`config.mk`:
```
export PLATFORM = sky130hd
export DESIGN_NAME = tdm_slot_router
export DESIGN_NICKNAME = d
export VERILOG_FILES = /design/src/rtl/tdm_route_pkg.sv /design/src/rtl/tdm_entry_decode.sv /design/src/rtl/tdm_slot_mem.sv /design/src/rtl/tdm_slot_seq.sv /design/src/rtl/tdm_slot_router.sv
export SDC_FILE = /design/constraint.sdc
export NUM_CORES = 1
export LEC_CHECK = 0
export BUFFER_PORTS_ARGS = -buffer_cell sky130_fd_sc_hd__buf_2
export CAP_MARGIN = 20
export CORE_MARGIN = 2
export CORE_UTILIZATION = 65
export DETAILED_ROUTE_END_ITERATION = 8
export MAX_ROUTING_LAYER = met4
export PLACE_DENSITY = 0.87
export SETUP_SLACK_MARGIN = 0.2
export SYNTH_ARGS = -nofsm -noshare
export SYNTH_HDL_FRONTEND = slang
export SYNTH_SLANG_ARGS = --single-unit
```
`constraint.sdc`:
```
create_clock -name clk -period 5.7 [get_ports clk]
set_input_delay 0 -clock clk [delete_from_list [all_inputs] [get_ports clk]]
set_output_delay 0 -clock clk [all_outputs]
set_load 0.005 [all_outputs]
```
`src/rtl/tdm_route_pkg.sv`:
```
// Package: shared entry layout for the time-slot routing sequencer.
// Assumes 16-bit entries. The field order below fixes the bit positions
// that software writes.
package tdm_route_pkg;

    localparam int ENTRY_W = 16;
    localparam int LEN_W   = 7;   // up to 64 bits per entry

    typedef struct packed {
        logic       last;      // [15]
        logic       byte_unit; // [14]
        logic [2:0] count;     // [13:11]
        logic [7:0] chan;      // [10:3]
        logic       super_ch;  // [2]
        logic       loop_echo; // [1]
        logic       route;     // [0]
    } route_entry_t;

endpackage

```
`src/rtl/tdm_entry_decode.sv`:
```
// Module: tdm_entry_decode
// Turns one table entry into its run length in bits and its superchannel
// flags. Purely combinational. Assumes the caller qualifies the flags with
// the route bit and the running state.
module tdm_entry_decode
    import tdm_route_pkg::*;
(
    input  route_entry_t     ent,
    output logic [LEN_W-1:0] len_bits,
    output logic             sup_first,
    output logic             sup_bad
);

    logic first_pat;
    logic follow_pat;

    // Recognize the two legal superchannel encodings.
    always_comb begin
        first_pat  = (ent.count == 3'd0) && ent.byte_unit;
        follow_pat = (ent.count == 3'd7) && !ent.byte_unit;
    end

    // Length in bits and superchannel classification.
    always_comb begin
        if (ent.super_ch) begin
            len_bits  = LEN_W'(8);
            sup_first = first_pat;
            sup_bad   = !(first_pat || follow_pat);
        end else begin
            len_bits  = ent.byte_unit ? {1'b0, ent.count, 3'b000} + LEN_W'(8)
                                      : {4'b0000, ent.count} + LEN_W'(1);
            sup_first = 1'b0;
            sup_bad   = 1'b0;
        end
    end

endmodule

```
`src/rtl/tdm_slot_mem.sv`:
```
// Module: tdm_slot_mem
// Routing table storage with an asynchronous read port. A write goes
// through only when wr_allow is high, which the sequencer raises only
// while idle. Assumes DEPTH is small enough to build from flops.
module tdm_slot_mem
    import tdm_route_pkg::*;
#(
    parameter int DEPTH = 16,
    localparam int AW   = $clog2(DEPTH)
) (
    input  logic               clk,
    input  logic               rst_n,
    input  logic               wr_allow,
    input  logic               wr_en,
    input  logic [AW-1:0]      wr_addr,
    input  logic [ENTRY_W-1:0] wr_data,
    input  logic [AW-1:0]      rd_addr,
    output logic [ENTRY_W-1:0] rd_data
);

    logic [DEPTH-1:0][ENTRY_W-1:0] mem_q;

    // Clear on reset; store gated writes.
    always_ff @(posedge clk) begin
        if (!rst_n) begin
            mem_q <= '0;
        end else if (wr_en && wr_allow) begin
            mem_q[wr_addr] <= wr_data;
        end
    end

    // Asynchronous read of the entry in use.
    always_comb rd_data = mem_q[rd_addr];

    // a write during a frame leaves the table unchanged.
    p_locked_write_r10: assert property (@(posedge clk) disable iff (!rst_n)
        (wr_en && !wr_allow) |=> (mem_q == $past(mem_q)));

endmodule

```
`src/rtl/tdm_slot_seq.sv`:
```
// Module: tdm_slot_seq
// Frame sequencer that tracks the entry index and the bit position within
// the current entry. Starts on sync while idle. Ends after a last-flagged
// odd entry or after entry DEPTH-1. Assumes DEPTH is even.
module tdm_slot_seq
    import tdm_route_pkg::*;
#(
    parameter int DEPTH = 16,
    localparam int AW   = $clog2(DEPTH)
) (
    input  logic             clk,
    input  logic             rst_n,
    input  logic             bit_tick,
    input  logic             frame_sync,
    input  logic [LEN_W-1:0] len_bits,
    input  logic             last_flag,
    output logic             running,
    output logic [AW-1:0]    idx
);

    logic [LEN_W-1:0] bit_pos;
    logic             entry_done;
    logic             frame_done;

    // Detect the final bit of the entry and the end of the frame.
    always_comb begin
        entry_done = (bit_pos == len_bits - LEN_W'(1));
        frame_done = (last_flag && idx[0]) || (idx == AW'(DEPTH - 1));
    end

    // Step the index and bit counter on each bit tick.
    always_ff @(posedge clk) begin
        if (!rst_n) begin
            running <= 1'b0;
            idx     <= '0;
            bit_pos <= '0;
        end else if (bit_tick) begin
            if (!running) begin
                running <= frame_sync;
                idx     <= '0;
                bit_pos <= '0;
            end else if (entry_done) begin
                bit_pos <= '0;
                if (frame_done) begin
                    running <= 1'b0;
                    idx     <= '0;
                end else begin
                    idx <= idx + AW'(1);
                end
            end else begin
                bit_pos <= bit_pos + LEN_W'(1);
            end
        end
    end

    // the idle state always sits at entry 0, bit 0.
    p_idle_home_r1: assert property (@(posedge clk) disable iff (!rst_n)
        !running |-> (idx == '0 && bit_pos == '0));

    // the bit position stays inside the entry's length.
    p_pos_in_len_r3: assert property (@(posedge clk) disable iff (!rst_n)
        running |-> (bit_pos < len_bits));

    // a frame only ends in an odd-numbered entry.
    p_end_odd_r5: assert property (@(posedge clk) disable iff (!rst_n)
        $fell(running) |-> $past(idx[0]));

    // a sync before the entry's last bit does not restart or stop the frame.
    p_sync_ignored_r6: assert property (@(posedge clk) disable iff (!rst_n)
        (running && bit_tick && frame_sync && !entry_done) |=> (running && $stable(idx)));

endmodule

```
`src/rtl/tdm_slot_router.sv`:
```
// Module: tdm_slot_router (top)
// Routes TDM bits to logical channels by walking the routing table.
// IS_TX picks whether bit [1] means loopback (receive) or echo (transmit).
// FORCE_HI forces the top channel bit, as on the second interface instance.
module tdm_slot_router
    import tdm_route_pkg::*;
#(
    parameter int DEPTH    = 16,
    parameter bit IS_TX    = 1'b0,
    parameter bit FORCE_HI = 1'b0,
    localparam int AW      = $clog2(DEPTH)
) (
    input  logic          clk,
    input  logic          rst_n,
    input  logic          bit_tick,
    input  logic          frame_sync,
    input  logic          wr_en,
    input  logic [AW-1:0] wr_addr,
    input  logic [15:0]   wr_data,
    output logic          chan_valid,
    output logic [7:0]    chan_id,
    output logic          super_first,
    output logic          super_err,
    output logic          loop_en,
    output logic          echo_en
);

    logic               running;
    logic [AW-1:0]      idx;
    logic [ENTRY_W-1:0] rd_raw;
    route_entry_t       cur;
    logic [LEN_W-1:0]   len_bits;
    logic               sup_first_d;
    logic               sup_bad_d;
    logic               active;
    logic [7:0]         chan_eff;

    tdm_slot_mem #(.DEPTH(DEPTH)) mem_i (
        .clk      (clk),
        .rst_n    (rst_n),
        .wr_allow (!running),
        .wr_en    (wr_en),
        .wr_addr  (wr_addr),
        .wr_data  (wr_data),
        .rd_addr  (idx),
        .rd_data  (rd_raw)
    );

    tdm_entry_decode dec_i (
        .ent       (cur),
        .len_bits  (len_bits),
        .sup_first (sup_first_d),
        .sup_bad   (sup_bad_d)
    );

    tdm_slot_seq #(.DEPTH(DEPTH)) seq_i (
        .clk        (clk),
        .rst_n      (rst_n),
        .bit_tick   (bit_tick),
        .frame_sync (frame_sync),
        .len_bits   (len_bits),
        .last_flag  (cur.last),
        .running    (running),
        .idx        (idx)
    );

    // Reinterpret the raw table word as the entry layout.
    always_comb cur = route_entry_t'(rd_raw);

    // Apply the instance-specific channel MSB override.
    generate
        if (FORCE_HI) begin : g_hi
            always_comb chan_eff = {1'b1, cur.chan[6:0]};
        end else begin : g_lo
            always_comb chan_eff = cur.chan;
        end
    endgenerate

    // Qualify every output with a routed entry in a running frame.
    always_comb begin
        active      = running && cur.route;
        chan_valid  = active;
        chan_id     = active ? chan_eff : 8'd0;
        super_first = active && cur.super_ch && sup_first_d;
        super_err   = active && cur.super_ch && sup_bad_d;
        loop_en     = active && cur.loop_echo && !IS_TX;
        echo_en     = active && cur.loop_echo && IS_TX;
    end

    // no routed bit while the frame is idle.
    p_valid_idle_r4: assert property (@(posedge clk) disable iff (!rst_n)
        !running |-> !(chan_valid || super_first || loop_en || echo_en));

    // a legal first byte never flags an error.
    p_first_legal_r7: assert property (@(posedge clk) disable iff (!rst_n)
        super_first |-> !super_err);

    // loopback and echo are mutually exclusive.
    p_no_loop_echo_r8: assert property (@(posedge clk) disable iff (!rst_n)
        !(loop_en && echo_en));

    // the forced instance always reports the high channel half.
    p_hi_msb_r9: assert property (@(posedge clk) disable iff (!rst_n)
        (FORCE_HI && chan_valid) |-> chan_id[7]);

endmodule

```
==> results of run 1 <==
## power by group through the flow
stage / sequential (mW) / combinational, mW / clock [mW]
floorplan: 1.94 / 0.181 / 0
detailed placement: 1.95 / 0.225 / 0
global route: 1.91 / 0.262 / 1.93
CTS: 1.91 / 0.238 / 1.85
global placement: 1.95 / 0.222 / 0
finish: 1.91 / 0.245 / 1.86
## how the worst max path moves through the flow
stage,from,endpoint,depth (start not counted)
final,seq_i.idx[2],seq_i.idx[2],14
after global routing,seq_i.idx[2],seq_i.idx[2],14
after CTS,seq_i.idx[2],seq_i.idx[2],14
after detailed placement,seq_i.idx[2],seq_i.idx[2],14
after global placement,seq_i.idx[2],seq_i.idx[2],14
after floorplan,seq_i.idx[2],seq_i.idx[2],16
## flip-flops by register name (all words and copies together) (netlist names)
name and cells:
seq_i.bit_pos 7, mem_i.mem_q 255, seq_i.running 1, seq_i.idx 4
## cells by family (layout without fill, tap and decap cells)
| kind of cell | count (synthesis) | count (layout) | synth area share [%] |
|---|---|---|---|
| buffers and inverters | 131 | 124 | 4.31 |
| XOR/XNOR | 8 | 8 | 0.552 |
| AO/OA/AOI/OAI | 305 | 305 | 17.9 |
| adder cells (fa/ha/maj) | 6 | 6 | 0.591 |
| multiplexers | 91 | 91 | 13.7 |
| other | 1 | 1 | 0.0295 |
| AND/OR/NAND/NOR | 654 | 654 | 20.8 |
| flip-flops | 267 | 267 | 42.1 |
## critical path, delay by kind of cell (launching register included)
kind	cells	cell delay [ns]
adders and majority gates	1	0.25
and+or+nand+nor	5	1.27
AOI/OAI and AO/OA	4	0.72
muxes	3	0.97
DFF	1	0.76
buffers and inverters	1	0.53
## placed cells by master (no fill, tap or decap), types with 3 or more instances in the layout
master and n:
clkbuf_1 4, inv_1 6, clkbuf_8 8, ha_1 6, nor3b_1 4, nor2_2 9, xnor2_1 6, dfxtp_1 265
and2_1 6, nand2_1 552, clkinv_2 3, nor2_1 20, o211ai_1 3, nor2b_1 8, mux4_2 62, a21boi_0 257
nand4_1 4, dlygate4sd3_1 19, a221oi_1 4, mux2i_1 25, mux4_1 3, o21ai_0 16, nor3_2 3, nand3_1 16
bufinv_16 3, nand2b_1 3, buf_4 11, nor3_1 3, a21oi_1 4, clkbuf_16 27, buf_2 35, and3_1 12
a22oi_1 4
## area by class of cell
class	count	area, um^2	share of cell area (%)
Clock inverter	8	125	0.894
Timing Repair Buffer	68	489	3.50
Sequential cell	267	5350	38.3
Inverter	9	35.0	0.250
Clock buffer	39	801	5.72
Tap cell	265	332	2.37
Multi-Input combinational cell	1065	6860	49.0
## stage by stage
step                      power, mW  hold slack [ns]  area (um^2)  std cells  util, %
after floorplan                2.12            0.220        12700       1463        -
after global placement         2.17            0.332        12800       1653     66.4
after detailed placement       2.18            0.376        12800       1653     66.4
after CTS                      3.99           0.0826        14000       1719     72.2
after global routing           4.11            0.148        14000       1721     72.4
final                          4.01            0.107        14000       1721     72.4
## routing by layer
metal | part of all wire (%) | vias up | track usage, %
met5 | 0 | - | -
met3 | 10 | 155 | 8.86
li1 | - | 4900 | -
met4 | 5.1 | 0 | 19.2
met1 | 38 | 5195 | 44.8
met2 | 47 | 618 | 57.3
==> reports/qor.txt, run 1 <==
STA
---------------------------------------------------------------------------------
Post-route setup slack .............................................      1.11 ns
Worst relative slew slack ..........................................        19.5%
Fmax achieved ......................................................      218 MHz
Unrepaired setup endpoints after global routing ....................           no
Post-layout min period .............................................      4.59 ns
Final-report max-slew violation count ..............................            0
Period utilization .................................................        80.6%
Clk_skew ...........................................................    0.0131 ns
Total negative setup slack .........................................         0 ns
Hold violation count in the final report ...........................            0
Setup violation total in the final timing report ...................            0
Slew at the pin closest to its max-slew limit ......................      1.20 ns

PLACE
---------------------------------------------------------------------------------
Worst setup timing slack at the placement stage ....................      1.12 ns
Gpl congestion .....................................................        0.924
Post-DP HPWL .......................................................     21600 um
I/O Buffers ........................................................           36

LOGIC SYNTHESIS
---------------------------------------------------------------------------------
Number of cells produced by synthesis ..............................         1463
Mean instance size in the synthesized netlist ......................    8.68 um^2
Cells taking the most area after synthesis ......................... dfxtp_1 42%, nand2_1 16%, a21boi_0 15%
Cell with the most instances after synthesis .......................      nand2_1
Mapped Nets ........................................................         1494
Cell taking the most area after synthesis ..........................      dfxtp_1
Commonest register cell after synthesis ............................      dfxtp_1
Count of cell types in the netlist .................................           62
Area of the mapped netlist .........................................  0.0127 mm^2
Post-synth EDFFs ...................................................            0
Leading post-synthesis cells by instance count ..................... 552 x nand2_1, 267 x dfxtp_1, 257 x a21boi_0, 102 x clkbuf_1, 62 x mux4_2
Area share of the leading cell type in the synthesized netlist .....        42.1%
Async SR Flop Fraction .............................................           0%
Sequential share of the synthesized area ...........................        42.1%
YS warnings ........................................................            0
Post-synthesis sequential element count ............................          267

SETUP PATH
---------------------------------------------------------------------------------
Worst Path Required ................................................      6.16 ns
Reg2Reg Depth ......................................................           14
Source of the worst register-to-register timing path ............... seq_i.idx[2]
Max incr delay on CP ...............................................      0.76 ns
Critical path start-end classification ............................. flop to flop
Slowest stage cell on the critical path ............................      dfxtp_4
Cell seen most often among critical-path stages ....................      mux2i_1
Setup slack of the worst register-to-register path .................      1.11 ns
CP Capture Type ....................................................         flop
WP data arrival ....................................................      5.05 ns
CP Launch Type .....................................................         flop
Critical R2R Capture ............................................... seq_i.idx[2]
Cell chain of the critical path .................................... buf_4, mux4_2, mux2i_1, mux2i_1, nor2_1, nand2_1, ha_1, nand3b_1, a211oi_1, or3_1, a211oi_2, o2111ai_2, or4b_1, a21oi_1
Maximum fanout along the worst path ................................           41

GRT
---------------------------------------------------------------------------------
Maximum number of pins on one net before global-route repair .......          173
Residual overflow from global routing ..............................            0
Number of antenna violations at the first check in global routing ..            0
First-pass GRT wire length .........................................     57200 um
Number of global-route vias before repair ..........................        10700
Overall Global Routing Usage .......................................        36.9%

ROUTE
---------------------------------------------------------------------------------
Total DRC errors in the routed layout ..............................            0
Vias/cell ..........................................................         6.31
Detail Route Antenna Nets ..........................................            0
Wire per inst ......................................................      21.3 um
First-pass detailed-route iteration total ..........................            8
Count of vias placed by the detailed router ........................        10900
DRT Wirelength .....................................................     36700 um
DR iter-0 viols ....................................................         1193

MIN PATH
---------------------------------------------------------------------------------
Hold Path Sink ..................................................... mem_i.mem_q[3]
Number of instances on the worst hold path .........................            2
Startpoint of the worst hold path ..................................        rst_n
Hold Path Class .................................................... primary input to flop

CLOCK TREE
---------------------------------------------------------------------------------
Clock Tree Root ....................................................    clkbuf_16
Register clock-pin slew on the reported worst setup and hold paths .      0.06 ns
Number of buffers inserted during clock tree synthesis .............           27
Number of cells upsized or downsized after cts .....................            0
Num Clock Sinks ....................................................          267
CTS tree ...........................................................         done
Postcts setup bufs .................................................            0
H-tree Lvls ........................................................            1
Number of buffers on the longest clock path ........................            3
Total of hold buffers inserted after clock tree synthesis ..........           19
Clock latency of the later-clocked register in the worst-skew pair .      0.54 ns

POWER
---------------------------------------------------------------------------------
Leak pwr ...........................................................      4.53 nW
Share of power burned in combinational logic .......................         6.1%
Share of total power in sequential cells ...........................        47.6%
Areal power density over the cells .................................  287 mW/mm^2
Internal power .....................................................      3.09 mW
Peak VDD IR ........................................................   0.000195 V
Net Switching ......................................................       924 uW
Clock share of power ...............................................        46.3%
Sw Share ...........................................................        23.0%

FLOORPLAN
---------------------------------------------------------------------------------
Standard cell core area ............................................  0.0193 mm^2
Row count ..........................................................           51
Effective utilization at floorplan .................................        65.7%
Floorplan die area .................................................  0.0207 mm^2
Die Span X .........................................................       144 um
Boundary Pins ......................................................           38
Floorplan die height ...............................................       144 um

RUN STATUS
---------------------------------------------------------------------------------
Result of the run .................................................. finished, final reports clean

CELLS AND AREA
---------------------------------------------------------------------------------
Fraction of final layout cells sized beyond drive strength 1 .......        12.4%
Final net count ....................................................         1469
Filler instances ...................................................         1357
Area overhead of the layout relative to synthesis ..................        10.2%
Number of diodes ...................................................            0

FLOW RUN
---------------------------------------------------------------------------------
Maximum capacitance violations .....................................            0

(Power assumes the default switching activity.)
==> run 2: changes to the inputs <==
--- a/config.mk
+++ b/config.mk
@@ -5,13 +5,14 @@
 export SDC_FILE = /design/constraint.sdc
 export NUM_CORES = 1
 export LEC_CHECK = 0
+export ABC_AREA = 1
 export BUFFER_PORTS_ARGS = -buffer_cell sky130_fd_sc_hd__buf_2
 export CAP_MARGIN = 20
 export CORE_MARGIN = 2
-export CORE_UTILIZATION = 65
+export CORE_UTILIZATION = 56
 export DETAILED_ROUTE_END_ITERATION = 8
 export MAX_ROUTING_LAYER = met4
-export PLACE_DENSITY = 0.87
+export PLACE_DENSITY = 0.8
 export SETUP_SLACK_MARGIN = 0.2
 export SYNTH_ARGS = -nofsm -noshare
 export SYNTH_HDL_FRONTEND = slang
==> constraint.sdc (replaced) <==
create_clock -name clk -period 3.75 [get_ports clk]
set_input_delay 0 -clock clk [delete_from_list [all_inputs] [get_ports clk]]
set_output_delay 0 -clock clk [all_outputs]
set_load 0.005 [all_outputs]
==> reports/qor.txt, run 2 <==
ROUTE
---------------------------------------------------------------------------------
Count of vias placed by the detailed router ........................        11900   +9.8%
Total DRC errors in the routed layout ..............................            0   unchanged
Wire per inst ......................................................      16.8 um   -21%
Wire length on met1 ................................................     14800 um   +5.8%
Top layer used by detailed routing .................................         met4
First-pass detailed-route iteration total ..........................            5   -3
Detailed route wirelength on metal2 ................................     15700 um   -8.1%
DR iter-0 viols ....................................................         1102   -7.6%
Vias/cell ..........................................................         5.78   -8.5%
DRT Wirelength .....................................................     34600 um   -5.6%
Detail Route Antenna Nets ..........................................            0   unchanged
Met3 wire length ...................................................      2600 um   -30%

POWER
---------------------------------------------------------------------------------
Areal power density over the cells .................................  483 mW/mm^2   +68%
Clock share of power ...............................................        42.5%   -3.8 points
Peak VDD IR ........................................................   0.000478 V   +150%
Share of power burned in combinational logic .......................        13.6%   +7.5 points
Sw Share ...........................................................        27.0%   +4.0 points
Leak pwr ...........................................................      5.10 nW   +12%
Net Switching ......................................................      1.80 mW   +94%
Pwr Total ..........................................................      6.64 mW   +65%
Share of total power in sequential cells ...........................        43.9%   -3.7 points
Internal power .....................................................      4.85 mW   +57%

STA
---------------------------------------------------------------------------------
Hold violation count in the final report ...........................            0   unchanged
Fmax achieved ......................................................      298 MHz
Slew at the pin closest to its max-slew limit ......................     0.985 ns   -0.219 ns
Final-report max-slew violation count ..............................            0   unchanged
Setup violation total in the final timing report ...................            0   unchanged
Post-layout min period .............................................      3.35 ns
Clk_skew ...........................................................    0.0111 ns   -0.00199 ns
Worst relative slew slack ..........................................        33.8%   +14 points
Period utilization .................................................        89.3%
Unrepaired setup endpoints after global routing ....................           no
Total negative setup slack .........................................         0 ns   unchanged

CELLS AND AREA
---------------------------------------------------------------------------------
Max reg flops ......................................................          255   unchanged
Registers with the most flip-flops ................................. mem_i.mem_q x255, seq_i.bit_pos x7, seq_i.idx x4
Core utilization of the finished layout ............................        63.4%   -8.9 points
Register bank with the most flops ..................................  mem_i.mem_q
Most frequent cells in the layout .................................. 305 x o21ai_0, 271 x a21oi_1, 265 x dfxtp_1, 197 x nand2_1, 177 x nor2_1
Most common cell after layout, fill and taps aside .................      o21ai_0
Final net count ....................................................         1794   +22%
Area overhead of the layout relative to synthesis ..................        11.5%
Number of diodes ...................................................            0   unchanged
Fraction of final layout cells sized beyond drive strength 1 .......        8.01%   -4.4 points

SETUP PATH
---------------------------------------------------------------------------------
Critical path start-end classification ............................. flop to output pin
CP Capture Type ....................................................   output pin
Source of the worst register-to-register timing path ............... seq_i.idx[0]
Critical R2R Capture ............................................... seq_i.idx[3]
CP Launch Type .....................................................         flop
Setup slack of the worst register-to-register path .................      0.54 ns   -0.57 ns
Reg2Reg Depth ......................................................           25   +11
WP data arrival ....................................................      3.35 ns   -1.70 ns
Origin of the worst setup path ..................................... seq_i.idx[0]
End point of the critical path .....................................   chan_id[4]
Worst Path Required ................................................      3.75 ns   -2.41 ns
Maximum fanout along the worst path ................................           93   +130%

LOGIC SYNTHESIS
---------------------------------------------------------------------------------
Mapped Nets ........................................................         1818   +22%
Commonest register cell after synthesis ............................      dfxtp_1
Post-synth EDFFs ...................................................            0   unchanged
Cell taking the most area after synthesis ..........................      dfxtp_1
Leading post-synthesis cells by instance count ..................... 305 x o21ai_0, 271 x a21oi_1, 267 x dfxtp_1, 197 x nand2_1, 177 x nor2_1
Cells taking the most area after synthesis ......................... dfxtp_1 43%, o21ai_0 12%, a21oi_1 11%
Post-synthesis sequential element count ............................          267   unchanged
Area share of the leading cell type in the synthesized netlist .....        43.3%   +1.3 points
Mean instance size in the synthesized netlist ......................    6.90 um^2   -21%
YS warnings ........................................................            0   unchanged
Async SR Flop Fraction .............................................           0%   unchanged
Number of cells produced by synthesis ..............................         1787   +22%
Cell with the most instances after synthesis .......................      o21ai_0
Count of cell types in the netlist .................................           37   -40%
Area of the mapped netlist .........................................  0.0123 mm^2   -2.9%
Sequential share of the synthesized area ...........................        43.3%   +1.3 points

FLOORPLAN
---------------------------------------------------------------------------------
Effective utilization at floorplan .................................        56.9%   -8.8 points
Standard cell core area ............................................  0.0217 mm^2   +12%
Boundary Pins ......................................................           38   unchanged
Floorplan die area .................................................  0.0232 mm^2   +12%
Floorplan die height ...............................................       152 um   +6.0%
Die Span X .........................................................       152 um   +6.0%
Row count ..........................................................           54   +5.9%

CLOCK TREE
---------------------------------------------------------------------------------
Clock latency of the later-clocked register in the worst-skew pair .      0.55 ns   about the same
Number of buffers inserted during clock tree synthesis .............           28   +3.7%
Postcts setup bufs .................................................            0   unchanged
Register clock-pin slew on the reported worst setup and hold paths .      0.06 ns   about the same
Number of buffers on the longest clock path ........................            3   unchanged
Clock Tree Root ....................................................    clkbuf_16
Num Clock Sinks ....................................................          267   unchanged
H-tree Lvls ........................................................            1   unchanged
CTS tree ...........................................................         done

GRT
---------------------------------------------------------------------------------
Number of global-route vias before repair ..........................        11000   +2.7%
First-pass GRT wire length .........................................     56500 um   -1.3%
Overall Global Routing Usage .......................................        29.9%   -6.9 points
Number of antenna violations at the first check in global routing ..            0   unchanged
Residual overflow from global routing ..............................            0   unchanged
Maximum number of pins on one net before global-route repair .......          142   -18%

MIN PATH
---------------------------------------------------------------------------------
Hold Path Class .................................................... primary input to flop

PLACE
---------------------------------------------------------------------------------
Post-DP HPWL .......................................................     21200 um   -2.0%
I/O Buffers ........................................................           36   unchanged
Gpl congestion .....................................................        0.864   -6.5%

FLOW RUN
---------------------------------------------------------------------------------
Maximum capacitance violations .....................................            0   unchanged

RUN STATUS
---------------------------------------------------------------------------------
Result of the run .................................................. finished, final reports clean

## run 2: cell types whose count changed after synthesis, moves of 8 or more
cell / delta
a21boi_0: -257
o21ai_0: +289
mux2i_1: -25
and3_1: -12
clkbuf_1: +19
nor2b_1: -8
a21oi_1: +267
nand3_1: +144
mux4_2: -62
nand2_1: -355
nor2_1: +148
inv_1: +170
buf_2: +10
## run 2: critical path, stage by stage, from the launching register on
cell,delay (ns)
dfxtp_4,0.38
buf_16,0.30
buf_4,0.48
o21ai_0,0.16
nand3_1,0.12
nand3_1,0.09
nand2_1,0.08
nand2_1,0.26
inv_1,0.33
nand2_1,0.12
a21oi_1,0.29
buf_2,0.18
## run 2: logic make-up after synthesis
| group | synth area share, % |
|---|---|
| and+or+nand+nor | 19.8 |
| DFF | 43.3 |
| other | 0.0304 |
| AOI/OAI and AO/OA | 25.4 |
| buffers and inverters | 10.7 |
| xor gates and xnor gates | 0.142 |
| adders and majority gates | 0.609 |
## run 2: per-stage QoR
stage	instance area [um^2]	std cells	hold WS [ns]	setup WS (ns)
2_1_floorplan	12300	1787	0.191	0.963
3_5_place_dp	12500	1987	0.413	0.516
6_report	13800	2065	0.0441	0.399
3_3_place_gp	12500	1987	0.395	0.574
4_1_cts	13700	2063	0.0261	0.283
5_1_grt	13800	2065	0.0659	0.213
## run 2: power groups by stage
stage	combinational [mW]	sequential [mW]	clock, mW
floorplan	0.659	2.97	0
global placement	0.852	2.98	0
detailed placement	0.863	2.98	0
CTS	0.886	2.92	2.84
global route	1.00	2.92	2.98
finish	0.902	2.92	2.82
## run 2: metal layers
| layer | GRT usage [%] | vias up |
|---|---|---|
| met2 | 47.3 | 513 |
| met1 | 38.9 | 5461 |
| met4 | 12.5 | 0 |
| met3 | 3.92 | 103 |
| met5 | - | - |
| li1 | - | 5861 |
## run 2: final cells by class
type	instances	area, um^2
fill	1928	7930
multi-input combinational	1185	5670
sequential	267	5350
clock buffer	44	841
timing repair buffer	96	744
inverter	185	699
tap	280	350
clock inverter	8	101
## run 2: what timing repair did
item                                    4_1_cts  5_1_grt
gates resized for setup                       0        3
endpoints found under the hold margin       259        1
endpoints found under the setup margin        0        7
hold buffers                                 24        1
## run 2: how the worst min path moves through the flow
stage | startpoint | endpoint | cells after the start
2_1_floorplan | wr_data[0] | mem_i.mem_q[80] | 2
3_3_place_gp | frame_sync | seq_i.running | 5
3_5_place_dp | frame_sync | seq_i.running | 5
4_1_cts | wr_en | mem_i.mem_q[46] | 5
5_1_grt | wr_en | mem_i.mem_q[46] | 5
6_report | wr_en | mem_i.mem_q[46] | 5
